`src/rtl/erase_pkg.sv`:
```
package erase_pkg;

  typedef enum logic [1:0] {
    ST_IDLE  = 2'd0,
    ST_PULSE = 2'd1,
    ST_RECOV = 2'd2
  } erase_st_e;

  // ceil(ns * hz / 1e9), at least one cycle
  function automatic longint unsigned ns_to_cyc(longint unsigned ns, longint unsigned hz);
    longint unsigned c;
    c = (ns * hz + 64'd999_999_999) / 64'd1_000_000_000;
    if (c == 0) c = 1;
    return c;
  endfunction

endpackage

```
`src/rtl/erase_sat_cnt.sv`:
```
module erase_sat_cnt #(
  parameter int unsigned W   = 8,
  parameter int unsigned MAX = 255
) (
  input  logic         clk_i,
  input  logic         rst_ni,
  input  logic         clr_i,
  output logic [W-1:0] cnt_o
);

  always_ff @(posedge clk_i or negedge rst_ni) begin
    if (!rst_ni)                 cnt_o <= '0;
    else if (clr_i)              cnt_o <= '0;
    else if (cnt_o != W'(MAX))   cnt_o <= cnt_o + 1'b1;
  end

endmodule

```
`src/rtl/erase_fsm.sv`:
```
module erase_fsm
  import erase_pkg::*;
#(
  parameter int unsigned CNT_W     = 8,
  parameter int unsigned CE_CYC    = 1,
  parameter int unsigned OE_CYC    = 1,
  parameter int unsigned PULSE_CYC = 1,
  parameter int unsigned REC_CYC   = 1
) (
  input  logic             clk_i,
  input  logic             rst_ni,
  input  logic             ce_n_i,
  input  logic             we_n_i,
  input  logic             oe_hv_i,
  input  logic [CNT_W-1:0] ce_cnt_i,
  input  logic [CNT_W-1:0] we_cnt_i,
  input  logic [CNT_W-1:0] oe_cnt_i,
  input  logic [CNT_W-1:0] rec_cnt_i,
  output erase_st_e        st_o,
  output logic             fill_o,
  output logic             done_o,
  output logic             err_o
);

  erase_st_e st_q, st_d;
  logic      we_n_q, done_d, err_d;
  logic      we_fall;

  assign we_fall = we_n_q & ~we_n_i;

  always_comb begin
    st_d   = st_q;
    done_d = 1'b0;
    err_d  = 1'b0;
    unique case (st_q)
      ST_IDLE: begin
        if (we_fall && !ce_n_i) begin
          if (ce_cnt_i >= CNT_W'(CE_CYC)) st_d  = ST_PULSE;
          else                            err_d = 1'b1;
        end
      end
      ST_PULSE: begin
        if (we_n_i) begin
          // rise of write enable: judge the whole sequence
          if (we_cnt_i >= CNT_W'(PULSE_CYC) && oe_cnt_i >= CNT_W'(OE_CYC) && oe_hv_i) begin
            st_d   = ST_RECOV;
            done_d = 1'b1;
          end else begin
            st_d  = ST_IDLE;
            err_d = 1'b1;
          end
        end else if (ce_n_i || (oe_cnt_i != '0 && !oe_hv_i)) begin
          st_d  = ST_IDLE;
          err_d = 1'b1;
        end
      end
      ST_RECOV: begin
        if (rec_cnt_i == CNT_W'(REC_CYC - 1)) st_d = ST_IDLE;
      end
      default: st_d = ST_IDLE;
    endcase
  end

  always_ff @(posedge clk_i or negedge rst_ni) begin
    if (!rst_ni) begin
      st_q   <= ST_IDLE;
      we_n_q <= 1'b1;
      done_o <= 1'b0;
      err_o  <= 1'b0;
    end else begin
      st_q   <= st_d;
      we_n_q <= we_n_i;
      done_o <= done_d;
      err_o  <= err_d;
    end
  end

  assign st_o   = st_q;
  assign fill_o = done_d;

endmodule

```
`src/rtl/erase_array.sv`:
```
module erase_array #(
  parameter int unsigned DEPTH = 16,
  parameter int unsigned DW    = 8,
  localparam int unsigned AW   = $clog2(DEPTH)
) (
  input  logic          clk_i,
  input  logic          rst_ni,
  input  logic          fill_i,
  input  logic          ld_en_i,
  input  logic [AW-1:0] ld_addr_i,
  input  logic [DW-1:0] ld_data_i,
  input  logic [AW-1:0] rd_addr_i,
  output logic [DW-1:0] rd_data_o
);

  logic [DW-1:0] mem_q [DEPTH];

  for (genvar i = 0; i < DEPTH; i++) begin : g_row
    always_ff @(posedge clk_i or negedge rst_ni) begin
      if (!rst_ni)                                 mem_q[i] <= '0;
      else if (fill_i)                             mem_q[i] <= '1;
      else if (ld_en_i && ld_addr_i == AW'(i))     mem_q[i] <= ld_data_i;
    end
  end

  if (DEPTH == (1 << AW)) begin : g_rd_pow2
    assign rd_data_o = mem_q[rd_addr_i];
  end else begin : g_rd_guard
    assign rd_data_o = (32'(rd_addr_i) < DEPTH) ? mem_q[rd_addr_i] : '0;
  end

endmodule

```
`src/rtl/erase_seq_ctrl.sv`:
```
module erase_seq_ctrl
  import erase_pkg::*;
#(
  parameter int unsigned      DEPTH       = 16,
  parameter int unsigned      DW          = 8,
  parameter longint unsigned  CLK_HZ      = 100_000_000,
  parameter longint unsigned  CE_SETUP_NS = 1_000,
  parameter longint unsigned  OE_SETUP_NS = 1_000,
  parameter longint unsigned  PULSE_NS    = 10_000_000,
  parameter longint unsigned  RECOV_NS    = 3_000_000,
  localparam int unsigned     AW          = $clog2(DEPTH)
) (
  input  logic          clk_i,
  input  logic          rst_ni,
  input  logic          ce_n_i,
  input  logic          we_n_i,
  input  logic          oe_hv_i,
  input  logic          ld_en_i,
  input  logic [AW-1:0] ld_addr_i,
  input  logic [DW-1:0] ld_data_i,
  input  logic [AW-1:0] rd_addr_i,
  output logic [DW-1:0] rd_data_o,
  output logic          busy_o,
  output logic          done_o,
  output logic          err_o
);

  localparam int unsigned CE_CYC    = 32'(ns_to_cyc(CE_SETUP_NS, CLK_HZ));
  localparam int unsigned OE_CYC    = 32'(ns_to_cyc(OE_SETUP_NS, CLK_HZ));
  localparam int unsigned PULSE_CYC = 32'(ns_to_cyc(PULSE_NS, CLK_HZ));
  localparam int unsigned REC_CYC   = 32'(ns_to_cyc(RECOV_NS, CLK_HZ));
  localparam int unsigned MAX_A     = (CE_CYC > OE_CYC) ? CE_CYC : OE_CYC;
  localparam int unsigned MAX_B     = (PULSE_CYC > REC_CYC) ? PULSE_CYC : REC_CYC;
  localparam int unsigned MAX_CYC   = (MAX_A > MAX_B) ? MAX_A : MAX_B;
  localparam int unsigned CNT_W     = $clog2(MAX_CYC + 1);
  localparam int unsigned NCNT      = 4;
  localparam int unsigned CI_CE     = 0;
  localparam int unsigned CI_WE     = 1;
  localparam int unsigned CI_OE     = 2;
  localparam int unsigned CI_REC    = 3;

  erase_st_e        st;
  logic             fill;
  logic [NCNT-1:0]  cnt_clr;
  logic [CNT_W-1:0] cnt_q [NCNT];

  // each counter holds consecutive samples of its condition
  assign cnt_clr[CI_CE]  = ce_n_i;
  assign cnt_clr[CI_WE]  = we_n_i;
  assign cnt_clr[CI_OE]  = ~oe_hv_i;
  assign cnt_clr[CI_REC] = (st != ST_RECOV);

  for (genvar k = 0; k < NCNT; k++) begin : g_cnt
    erase_sat_cnt #(
      .W   (CNT_W),
      .MAX (MAX_CYC)
    ) u_cnt (
      .clk_i  (clk_i),
      .rst_ni (rst_ni),
      .clr_i  (cnt_clr[k]),
      .cnt_o  (cnt_q[k])
    );
  end

  erase_fsm #(
    .CNT_W     (CNT_W),
    .CE_CYC    (CE_CYC),
    .OE_CYC    (OE_CYC),
    .PULSE_CYC (PULSE_CYC),
    .REC_CYC   (REC_CYC)
  ) u_fsm (
    .clk_i     (clk_i),
    .rst_ni    (rst_ni),
    .ce_n_i    (ce_n_i),
    .we_n_i    (we_n_i),
    .oe_hv_i   (oe_hv_i),
    .ce_cnt_i  (cnt_q[CI_CE]),
    .we_cnt_i  (cnt_q[CI_WE]),
    .oe_cnt_i  (cnt_q[CI_OE]),
    .rec_cnt_i (cnt_q[CI_REC]),
    .st_o      (st),
    .fill_o    (fill),
    .done_o    (done_o),
    .err_o     (err_o)
  );

  erase_array #(
    .DEPTH (DEPTH),
    .DW    (DW)
  ) u_array (
    .clk_i     (clk_i),
    .rst_ni    (rst_ni),
    .fill_i    (fill),
    .ld_en_i   (ld_en_i),
    .ld_addr_i (ld_addr_i),
    .ld_data_i (ld_data_i),
    .rd_addr_i (rd_addr_i),
    .rd_data_o (rd_data_o)
  );

  assign busy_o = (st == ST_RECOV);

endmodule

```
`config.mk`:
```
export PLATFORM = sky130hd
export DESIGN_NAME = erase_seq_ctrl
export DESIGN_NICKNAME = d
export VERILOG_FILES = /design/src/rtl/erase_pkg.sv /design/src/rtl/erase_sat_cnt.sv /design/src/rtl/erase_fsm.sv /design/src/rtl/erase_array.sv /design/src/rtl/erase_seq_ctrl.sv
export SDC_FILE = /design/constraint.sdc
export NUM_CORES = 1
export LEC_CHECK = 0
export ABC_AREA = 1
export BUFFER_PORTS_ARGS = -buffer_cell sky130_fd_sc_hd__buf_2
export CAP_MARGIN = 25
export CORE_MARGIN = 1
export CORE_UTILIZATION = 35
export DETAILED_ROUTE_END_ITERATION = 8
export GPL_TIMING_DRIVEN = 0
export REMOVE_ABC_BUFFERS = 1
export SYNTH_ARGS = -nofsm -noshare
export SYNTH_HDL_FRONTEND = slang
export SYNTH_SLANG_ARGS = --single-unit
```
`constraint.sdc`:
```
create_clock -name clk_i -period 2.66 [get_ports clk_i]
set_clock_uncertainty 0.2 [all_clocks]
set_input_delay 0.399 -clock clk_i [delete_from_list [all_inputs] [get_ports clk_i]]
set_output_delay 0.399 -clock clk_i [all_outputs]
set_load 0.005 [all_outputs]
```
==> impl_results.md <==
- Outcome: completed
- Crit Path Category: in2out
- Hold/Removal Path Class: in2reg
- Data arrival time of the worst path: 1.94 ns
- H-tree depth: 1
- Die ar.: ~32000 um^2
- Core box area: 30830 um^2
- FF+latch count, synth: 213
- Die width: around 180 um
- Longest Clk Path Bufs: 3
- CP Launch Type: primary input
- Sequential fraction of the synthesis area: approximately 48%
- Max FO, Critical Path: 33
- Port bufs: 32
- Design area: ~13000 um^2
- IO Pins: 33
- Nets@finish: 1538
- DR pass1 iterations: 5
- Number of global-route vias before repair: 9599
- Clock Latency Late Sink: between 0.5 and 0.6 ns
- Mean Syn Cell Area: 7.443 um^2
- Synth-to-Final Area Change: 15.01%
- Vias post-DR: approximately 10000
- GRT Total Usage: 19.24%
- Die Span Y: 179.5 um
- Placer Congestion: approximately 0.85
- Worst VDD drop: about 0.47 mV
- MaxCap Viol Count: 0
- FP Rows: 64
- Setup ws final: 0.1254 ns
- Delay-heaviest family, CP: buffers and inverters
- CTS tree: built
- GRT Residual Overflow: 0
- Wirelength per Cell: 16.30 um
- Unrepaired setup endpoints after global routing: no
- Pwr Density: 637.6 nW/um^2
- Antenna cells: 0
- Top post-synthesis cells by area: dfrtp_1, nand2_1, nand3_1
- DP Wirelength: 18.61 mm
- Pwr Total: 8.088 mW
- Drt via density: 5.275
- CTS Root Cell: clkbuf_16
- Initial antenna violation count: 0
- Sum Neg Setup Slack: 0 ns
- Worst-path cell chain: buf_8 > buf_12 > inv_12 > buf_16 > nor2_1 > nor2_1 > o21ai_0 > o211ai_1 > o211ai_1 > nand2_1 > buf_2
- Clk sinks: 213
- Worst Path Required: 2.06 ns
- Dpl ws: -0.5246 ns
- Synth area leader: dfrtp_1
- Final Max Slew Viols: 0
- Slew @ Worst Pin: 0.9030 ns
- Max-slew headroom: 39.58%
- Fin crit period: 2.535 ns
- Starting Density: 35.78%
- Final setup viols: 0
- Critical path buffer and inverter count: 5
- Yosys Warn Count: 0
- Number of CTS-inserted buffers: 25
- Register clock-pin slew on the reported worst setup and hold paths: approximately 0.060 ns
- CP Capture Type: primary output
- DRT antenna net count: 0
- Final Hold Fails: 0
- Fin crit share: 95.28%
- Placement-stage cell area: 11590 um^2
- DRC Markers: 0
- Top-area cell type share of the netlist area: between 40% and 50%
- Mapped Cells: 1482
- Synth unique cells: 34
- Util after Layout: 41.15%
- Post-Route WL: 31.31 mm
- Peak Freq: 0.3945 GHz
- Max incr delay on CP: 0.21 ns
- Drt initial violations: 804
- Ratio of cells with drive above 1 in the final layout: 7.279%
- First-pass GRT wire length: just over 50 mm
- Largest net degree at the start of global routing: 117
- Leak: about 6.2 nW
- Mapped Area: approximately 11000 um^2
- CP max-delay cell: buf_16
==> synth_stat cells <==
cell type / instances
o21ai_0: 100
o21a_1: 1
or2_1: 1
o221ai_1: 14
nand3_4: 1
dfstp_2: 1
xor2_1: 10
o22ai_1: 8
buf_1: 2
o211ai_1: 18
a21oi_1: 39
dfrtp_1: 212
buf_4: 7
or2_2: 4
and3_1: 1
o31ai_1: 2
a211oi_1: 3
buf_6: 1
clkinv_1: 1
ha_1: 8
inv_2: 1
nor4_1: 1
inv_1: 112
nand2_1: 437
nand4_1: 25
a31oi_1: 1
clkbuf_1: 26
xnor2_1: 2
a21oi_2: 1
buf_2: 18
nand2_4: 1
nand3_1: 185
nor3_1: 44
nor2_1: 194
==> worst reg2reg max path: cells and delay by family, from the launching register on <==
kind	cells	cell delay, ns
buffers and inverters	2	0.49
flip-flops	1	0.43
AND/OR/NAND/NOR	7	1.26
==> power by group <==
| part | leakage (nW) | internal [mW] | switching [mW] | total, mW |
|---|---|---|---|---|
| clock | 0.380 | 1.85 | 1.37 | 3.23 |
| combinational | 3.07 | 0.392 | 0.593 | 0.985 |
| sequential | 2.78 | 3.65 | 0.224 | 3.87 |
==> per-layer routing <==
layer  vias up  track usage [%]  part of all wire (%)
met2       284            29.56                    44
met1      4883            28.29                    48
met5         -                0                     0
met4         0            4.966                   1.9
li1       4926                -                     -
met3        40            2.836                   6.1
==> sequential cells by signal (all words and copies together) (netlist names) <==
register / cells
g_cnt.u_cnt.cnt_o: 80
u_array.mem_q: 128
u_fsm.done_o: 1
u_fsm.err_o: 1
u_fsm.st_o: 2
u_fsm.we_n_q: 1
==> cell type report <==
| class | instances | area, um^2 |
|---|---|---|
| Multi-Input combinational cell | 1101 | 5084 |
| Clock inverter | 7 | 53.80 |
| Fill cell | 3074 | 18140 |
| Timing Repair Buffer | 52 | 559.3 |
| Inverter | 114 | 444.2 |
| Clock buffer | 37 | 710.7 |
| Tap cell | 396 | 495.5 |
| Sequential cell | 213 | 5331 |
| Timing Repair inverter | 1 | 7.507 |
==> cells by family after synthesis <==
logic type / Yosys count / synth area share, %
AO/OA/AOI/OAI: 187 / 9.642
XOR/XNOR: 12 / 0.9528
adder cells (fa/ha/maj): 8 / 0.9075
buffers and inverters: 168 / 6.227
flip-flops: 213 / 48.33
AND/OR/NAND/NOR: 894 / 33.94
==> timing repair <==
action,CTS,global route
endpoints found under the setup margin,127,95
resized for setup,18,16
pin swaps,0,1
endpoints found under the hold margin,118,0
buffers inserted,3,3
hold buffers,3,0
gates cloned,3,3
==> cell usage in the layout (no fill, tap or decap), types with 3 or more instances in the layout <==
cell type / Yosys / final
nand2_1: 437 / 422
dfrtp_1: 212 / 212
nor2_1: 194 / 194
nand3_1: 185 / 185
inv_1: 112 / 111
o21ai_0: 100 / 100
nor3_1: 44 / 44
a21oi_1: 39 / 39
buf_2: 18 / 29
clkbuf_16: 0 / 28
nand4_1: 25 / 25
o211ai_1: 18 / 18
o221ai_1: 14 / 14
xor2_1: 10 / 10
nand2_2: 0 / 10
o22ai_1: 8 / 8
ha_1: 8 / 8
clkbuf_1: 26 / 8
buf_4: 7 / 6
nand2_4: 1 / 5
clkinv_2: 0 / 5
buf_16: 0 / 5
or2_2: 4 / 4
clkbuf_8: 0 / 4
a211oi_1: 3 / 3
dlygate4sd3_1: 0 / 3
==> stage by stage <==
| step | std cells | hold WS, ns |
|---|---|---|
| after floorplan | 1428 | -0.09659 |
| after global placement | 1856 | 0.2837 |
| after detailed placement | 1862 | 0.2888 |
| after CTS | 1915 | 0.02258 |
| after global routing | 1921 | 0.03749 |
| final | 1921 | 0.04527 |
==> worst paths after layout <==
| path | slack (ns) | cells after the start | endpoint | startpoint |
|---|---|---|---|---|
| worst min-delay path | 0.05 | 3 | g_cnt[2].u_cnt.cnt_o[18] | oe_hv_i |
| worst max register to register | 0.18 | 9 | u_array.mem_q[35] | g_cnt[2].u_cnt.cnt_o[12] |
| min in group asynchronous | 0.31 | 3 | u_array.mem_q[37] | rst_ni |
| worst min register to register | 0.30 | 2 | u_array.mem_q[15] | u_array.mem_q[15] |
| worst max-delay path | 0.13 | 11 | rd_data_o[4] | rd_addr_i[0] |
| max in group asynchronous | 1.00 | 4 | u_fsm.we_n_q | rst_ni |
No activity file was read; power rests on OpenSTA's default activity.
